`config.mk`:
```
export PLATFORM = sky130hd
export DESIGN_NAME = tcam_pick
export DESIGN_NICKNAME = d
export VERILOG_FILES = /design/src/rtl/tcam_pkg.sv /design/src/rtl/tcam_tag_array.sv /design/src/rtl/tcam_picker.sv /design/src/rtl/tcam_data_array.sv /design/src/rtl/tcam_pick.sv
export SDC_FILE = /design/constraint.sdc
export NUM_CORES = 1
export LEC_CHECK = 0
export CORE_MARGIN = 5
export CORE_UTILIZATION = 35
export DETAILED_ROUTE_END_ITERATION = 16
export PLACE_DENSITY = 0.54
export SYNTH_ARGS = -nofsm -noshare
export SYNTH_HDL_FRONTEND = slang
export SYNTH_SLANG_ARGS = --single-unit
```
`constraint.sdc`:
```
create_clock -name clk -period 5.3 [get_ports clk]
set_clock_uncertainty 0.15 [all_clocks]
set_input_delay 0.795 -clock clk [delete_from_list [all_inputs] [get_ports clk]]
set_output_delay 0.795 -clock clk [all_outputs]
set_load 0.005 [all_outputs]
```
`src/rtl/tcam_pkg.sv`:
```
package tcam_pkg;

    typedef enum logic [1:0] {
        MATCH_EXACT = 2'd0,
        MATCH_BOTH  = 2'd1,
        MATCH_KEY   = 2'd2,
        MATCH_RSVD  = 2'd3
    } match_mode_e;

    typedef enum logic {
        PICK_LOWEST = 1'b0,
        PICK_MERGE  = 1'b1
    } pick_mode_e;

endpackage

```
`src/rtl/tcam_tag_array.sv`:
```
module tcam_tag_array
    import tcam_pkg::*;
#(
    parameter int ENTRIES = 8,
    parameter int KEY_W   = 8,
    parameter int IDX_W   = 3
) (
    input  logic               clk,
    input  logic               rst_n,
    input  logic               wr_en,
    input  logic [IDX_W-1:0]   wr_idx,
    input  logic               wr_valid,
    input  logic [KEY_W-1:0]   wr_key,
    input  logic [KEY_W-1:0]   wr_mask,
    input  logic [KEY_W-1:0]   srch_key,
    input  match_mode_e        mode,
    output logic [ENTRIES-1:0] match_o,
    output logic [ENTRIES-1:0] ent_vld_o
);

    typedef struct packed {
        logic             vld;
        logic [KEY_W-1:0] key;
        logic [KEY_W-1:0] mask;
    } slot_t;

    slot_t [ENTRIES-1:0] slot_d, slot_q;

    always_comb begin
        slot_d = slot_q;
        if (wr_en && (int'(wr_idx) < ENTRIES)) begin
            slot_d[wr_idx].vld  = wr_valid;
            slot_d[wr_idx].key  = wr_valid ? wr_key  : '0;
            slot_d[wr_idx].mask = wr_valid ? wr_mask : '0;
        end
    end

    always_ff @(posedge clk) begin
        if (!rst_n) slot_q <= '0;
        else        slot_q <= slot_d;
    end

    for (genvar g = 0; g < ENTRIES; g++) begin : g_cmp
        logic eq;
        always_comb begin
            case (mode)
                MATCH_BOTH: eq = ((slot_q[g].key & slot_q[g].mask) ==
                                  (srch_key & slot_q[g].mask));
                MATCH_KEY:  eq = (slot_q[g].key == (srch_key & slot_q[g].mask));
                default:    eq = (slot_q[g].key == srch_key);
            endcase
        end
        assign match_o[g]   = slot_q[g].vld & eq;
        assign ent_vld_o[g] = slot_q[g].vld;
    end

endmodule

```
`src/rtl/tcam_picker.sv`:
```
module tcam_picker #(
    parameter int ENTRIES = 8,
    parameter int IDX_W   = 3
) (
    input  logic [ENTRIES-1:0] req,
    output logic               any_o,
    output logic [IDX_W-1:0]   idx_o,
    output logic [ENTRIES-1:0] onehot_o
);

    always_comb begin
        idx_o    = '0;
        onehot_o = '0;
        for (int i = ENTRIES - 1; i >= 0; i--) begin
            if (req[i]) begin
                idx_o       = IDX_W'(i);
                onehot_o    = '0;
                onehot_o[i] = 1'b1;
            end
        end
    end

    assign any_o = |req;

endmodule

```
`src/rtl/tcam_data_array.sv`:
```
module tcam_data_array
    import tcam_pkg::*;
#(
    parameter int ENTRIES = 8,
    parameter int DATA_W  = 8,
    parameter int IDX_W   = 3
) (
    input  logic               clk,
    input  logic               rst_n,
    input  logic               wr_en,
    input  logic [IDX_W-1:0]   wr_idx,
    input  logic               wr_valid,
    input  logic [DATA_W-1:0]  wr_data,
    input  logic [ENTRIES-1:0] hits,
    input  logic [ENTRIES-1:0] onehot,
    input  pick_mode_e         pick,
    output logic [DATA_W-1:0]  rd_data
);

    logic [ENTRIES-1:0][DATA_W-1:0] pay_d, pay_q;
    logic [ENTRIES-1:0]             sel;

    always_comb begin
        pay_d = pay_q;
        if (wr_en && (int'(wr_idx) < ENTRIES))
            pay_d[wr_idx] = wr_valid ? wr_data : '0;
    end

    always_ff @(posedge clk) begin
        if (!rst_n) pay_q <= '0;
        else        pay_q <= pay_d;
    end

    assign sel = (pick == PICK_MERGE) ? hits : onehot;

    always_comb begin
        rd_data = '0;
        for (int i = 0; i < ENTRIES; i++)
            rd_data = rd_data | (pay_q[i] & {DATA_W{sel[i]}});
    end

endmodule

```
`src/rtl/tcam_pick.sv`:
```
module tcam_pick
    import tcam_pkg::*;
#(
    parameter int ENTRIES = 8,
    parameter int KEY_W   = 8,
    parameter int DATA_W  = 8,
    localparam int IDX_W  = (ENTRIES > 1) ? $clog2(ENTRIES) : 1
) (
    input  logic               clk,
    input  logic               rst_n,
    input  logic               wr_en_i,
    input  logic [IDX_W-1:0]   wr_idx_i,
    input  logic               wr_valid_i,
    input  logic [KEY_W-1:0]   wr_key_i,
    input  logic [KEY_W-1:0]   wr_mask_i,
    input  logic [DATA_W-1:0]  wr_data_i,
    input  logic               srch_en_i,
    input  logic [KEY_W-1:0]   srch_key_i,
    input  logic [1:0]         match_mode_i,
    input  logic               pick_mode_i,
    output logic               rslt_vld_o,
    output logic [ENTRIES-1:0] hit_vec_o,
    output logic               any_hit_o,
    output logic [IDX_W-1:0]   win_idx_o,
    output logic [DATA_W-1:0]  rd_data_o
);

    typedef struct packed {
        logic               vld;
        logic [ENTRIES-1:0] hits;
        logic               any;
        logic [IDX_W-1:0]   idx;
        logic [DATA_W-1:0]  data;
    } rslt_t;

    rslt_t              rslt_d, rslt_q;
    logic [ENTRIES-1:0] match_vec;
    logic [ENTRIES-1:0] ent_vld;
    logic [ENTRIES-1:0] win_onehot;
    logic               any_match;
    logic [IDX_W-1:0]   win_idx;
    logic [DATA_W-1:0]  sel_data;
    match_mode_e        mmode;
    pick_mode_e         pmode;

    assign mmode = match_mode_e'(match_mode_i);
    assign pmode = pick_mode_e'(pick_mode_i);

    tcam_tag_array #(.ENTRIES(ENTRIES), .KEY_W(KEY_W), .IDX_W(IDX_W)) u_tag (
        .clk       (clk),
        .rst_n     (rst_n),
        .wr_en     (wr_en_i),
        .wr_idx    (wr_idx_i),
        .wr_valid  (wr_valid_i),
        .wr_key    (wr_key_i),
        .wr_mask   (wr_mask_i),
        .srch_key  (srch_key_i),
        .mode      (mmode),
        .match_o   (match_vec),
        .ent_vld_o (ent_vld)
    );

    tcam_picker #(.ENTRIES(ENTRIES), .IDX_W(IDX_W)) u_pick (
        .req      (match_vec),
        .any_o    (any_match),
        .idx_o    (win_idx),
        .onehot_o (win_onehot)
    );

    tcam_data_array #(.ENTRIES(ENTRIES), .DATA_W(DATA_W), .IDX_W(IDX_W)) u_data (
        .clk      (clk),
        .rst_n    (rst_n),
        .wr_en    (wr_en_i),
        .wr_idx   (wr_idx_i),
        .wr_valid (wr_valid_i),
        .wr_data  (wr_data_i),
        .hits     (match_vec),
        .onehot   (win_onehot),
        .pick     (pmode),
        .rd_data  (sel_data)
    );

    always_comb begin
        rslt_d     = rslt_q;
        rslt_d.vld = srch_en_i;
        if (srch_en_i) begin
            rslt_d.hits = match_vec;
            rslt_d.any  = any_match;
            rslt_d.idx  = win_idx;
            rslt_d.data = sel_data;
        end
    end

    always_ff @(posedge clk) begin
        if (!rst_n) rslt_q <= '0;
        else        rslt_q <= rslt_d;
    end

    assign rslt_vld_o = rslt_q.vld;
    assign hit_vec_o  = rslt_q.hits;
    assign any_hit_o  = rslt_q.any;
    assign win_idx_o  = rslt_q.idx;
    assign rd_data_o  = rslt_q.data;

endmodule

```
==> flow_summary_export.csv <==
group,metric,value,unit
run_status,status,"finished, final reports clean",
sta,period_needed,4210,ps
setup_path,critPathMaxFanout,11,
setup_path,critPathLaunchType,"primary input",
clocking,cts_resized,0,
yosys,synthMuxAreaShare,0.00270,
routing,drt-wirelength-per-cell,21.0,um
placement,hpwlAfterDp,27800,um
clocking,cts_setup_buffers,0,
clocking,path_clk_slew,60,ps
sta,fin_tns_setup,0,ps
clocking,cts_tree,"done",
yosys,ys_ff_latch,221,
yosys,avgSynthCellArea,7.33,um^2
routing,drtIter0Drc,1320,
yosys,synth_flop_cell,"dfxtp_1",
setup_path,critPathBufInv,2,
sta,rsz0062_at_grt,"false",
finish,synthToLayoutAreaGrowth,16.4,%
yosys,async_flop_share,0,
run,cap_violations,0,
sta,finalHoldViolations,0,
yosys,synth_common_cells,"nand2_1, dfxtp_1, a21oi_1",
clocking,root_buffer,"clkbuf_16",
global_route,track_usage,0.223,
clocking,cts.path.max_buffers,3,
floorplanning,initial_utilization,0.354,
routing,ant_nets,0,
global_route,antenna_found_initial,1,
global_route,grt_pass1_wl,62900,um
yosys,synth_cell_type_count,62,
yosys,seq_area_frac_synth,0.397,
setup_path,r2r_slack,2050,ps
setup_path,cp.required,5600,ps
global_route,grt_max_degree,92,
clocking,insertion_delay,530,ps
global_route,first_global_vias,10300,
finish,utilization,0.412,
clocking,htreeDepth,1,
yosys,synth_xor_area_frac,0.0291,
floorplanning,die_height,188,um
yosys,synth_fp_nets,1562,
yosys,syn_area,0.0111,mm^2
yosys,synth-compound-area-share,0.241,
yosys,synth_area_leaders,"dfxtp_1, nand2_1, a21oi_1, nor2b_1, clkbuf_1",
yosys,synth_top_area_cell,"dfxtp_1",
yosys,synth_simple_gate_area_frac,0.268,
finish,fin_area,0.0130,mm^2
setup_path,crit_slowest_cell,"clkdlybuf4s50_1",
sta,drv_slew,0,
global_route,grt_overflow,0,
routing,first_pass_iters,7,
setup_path,path_delay_family,"compound AO/OA/AOI/OAI gates",
floorplanning,core,0.0315,mm^2
worst_hold_path,min_path_type,"register to register",
finish,diodes,0,
setup_path,cp_common_cell,"nand4_1",
yosys,synth_edf_count,0,
setup_path,cp_data_arrival_time,4510,ps
setup_path,slowest_delay,930,ps
routing,vias,10900,
placement,place_congestion,0.917,
floorplanning,num_io_pins,64,
sta,fin_crit_sh,0.795,
yosys,synth_cells,1519,
power_and_ir_drop,powerDensity,304,mW/mm^2
setup_path,path_cells,"clkdlybuf4s50_1 > buf_4 > nor2b_1 > o21ai_0 > nand4_1 > nor4bb_1 > a31oi_1 > nand4_1 > o21ai_1 > a32oi_1 > a41oi_1",
placement,place_area,0.0121,mm^2
power_and_ir_drop,leakage,4.30,nW
sta,finalSetupViolations,0,
finish,nNetsFinal,1574,
yosys,yosysMostFrequentCell,"nand2_1",
routing,drc,0,
setup_path,path_class,"primary input to register",
sta,relSlewSlack,0.168,
setup_path,reg2regPathDepth,9,
yosys,ys_warn_count,0,
clocking,clkSinkCount,221,
routing,wl,41000,um
floorplanning,rows,65,
sta,tightestPinTransition,1250,ps
sta,clock.fmax,0.237,GHz
clocking,cts_inserted_buffers,27,
floorplanning,die_w,188,um
placement,port_buffers,63,
yosys,synth_fa_ha_area_frac,0,
worst_hold_path,hold_depth,2,
power_and_ir_drop,irDropWorstVdd,191,uV
routing,viasPerCell,5.59,
floorplanning,dieArea,0.0355,mm^2
clocking,cts_hold_buf,0,
yosys,yosys.area.top_type_share,0.397,
setup_path,cp.depth,11,
finish,drive_gt1_frac,0.0632,
yosys,synth_top_family_by_area,"simple AND/OR/NAND/NOR gates",
setup_path,cp-end-kind,"register",
metrics by stage:
step | power (W) | setup slack, ps | instances | hold WS [ps]
after floorplan | 0.00195 | 2140 | 1519 | 286
after global placement | 0.00211 | 692 | 1904 | 293
after detailed placement | 0.00211 | 566 | 1904 | 299
after CTS | 0.00398 | 1110 | 1953 | 307
after global routing | 0.00409 | 846 | 1953 | 326
final | 0.00395 | 1090 | 1953 | 309
path summary, 6_finish.rpt:
kind / start / to
max reg2reg: u_tag.slot_q[26] / rd_data_o[3]
max: srch_key_i[1] / rd_data_o[3]
min reg2reg: u_tag.slot_q[88] / u_tag.slot_q[88]
min: u_tag.slot_q[88] / u_tag.slot_q[88]
state kept, by name (all words and copies together), names as in the netlist:
signal	cells
rslt_vld_o	1
rd_data_o	8
hit_vec_o	8
u_tag.ent_vld_o	8
any_hit_o	1
win_idx_o	3
u_tag.slot_q	128
u_data.pay_q	64
power by group:
group | total, W | switching, W | internal [W]
registers | 0.00171 | 0.0000250 | 0.00169
clock network | 0.00186 | 0.000748 | 0.00112
logic | 0.000370 | 0.000241 | 0.000128
worst min-delay path, cell delays in order (launching register included):
cell,delay [ps]
dfxtp_1,310
nand2_1,50
a21oi_1,50
cells in the final DEF (no fill, tap or decap), types with 7 or more instances in the layout:
| master | n |
|---|---|
| a221o_1 | 10 |
| inv_1 | 56 |
| nor2b_1 | 72 |
| a32oi_1 | 10 |
| a22oi_1 | 14 |
| nand2_1 | 425 |
| nor4_1 | 7 |
| o2111ai_1 | 7 |
| a2111oi_0 | 7 |
| o21ai_0 | 50 |
| nand2b_1 | 30 |
| a222oi_1 | 15 |
| clkbuf_16 | 27 |
| a21oi_1 | 211 |
| nand3_1 | 10 |
| buf_4 | 30 |
| or2_2 | 10 |
| clkdlybuf4s50_1 | 63 |
| a31oi_1 | 11 |
| o22ai_1 | 17 |
| nand4_1 | 14 |
| xor2_1 | 31 |
| o211ai_1 | 11 |
| nor3_1 | 10 |
| a221oi_1 | 11 |
| and2_1 | 20 |
| a211oi_1 | 9 |
| nor2_1 | 35 |
| dfxtp_1 | 221 |
metal layers:
metal / vias up / share of wire / global-route usage
met5: - / 0 / 0
met4: 0 / 0.025 / 0.0575
met3: 66 / 0.069 / 0.0346
met2: 406 / 0.43 / 0.336
met1: 5217 / 0.48 / 0.332
li1: 5237 / - / -
logic make-up after synthesis:
kind of cell	count (synthesis)
buf+inv	169
xor+xnor	37
simple gates	663
compound gates	426
flops	221
mux	3
cell type report:
cell class                 instances  area, um^2
multi-input combinational       1129        6040
sequential                       221        4420
clock inverter                    15         174
clock buffer                      34         722
inverter                          58         223
tap                              402         503
timing repair buffer              94         876
fill                            3226       18500
(Power assumes the default switching activity.)
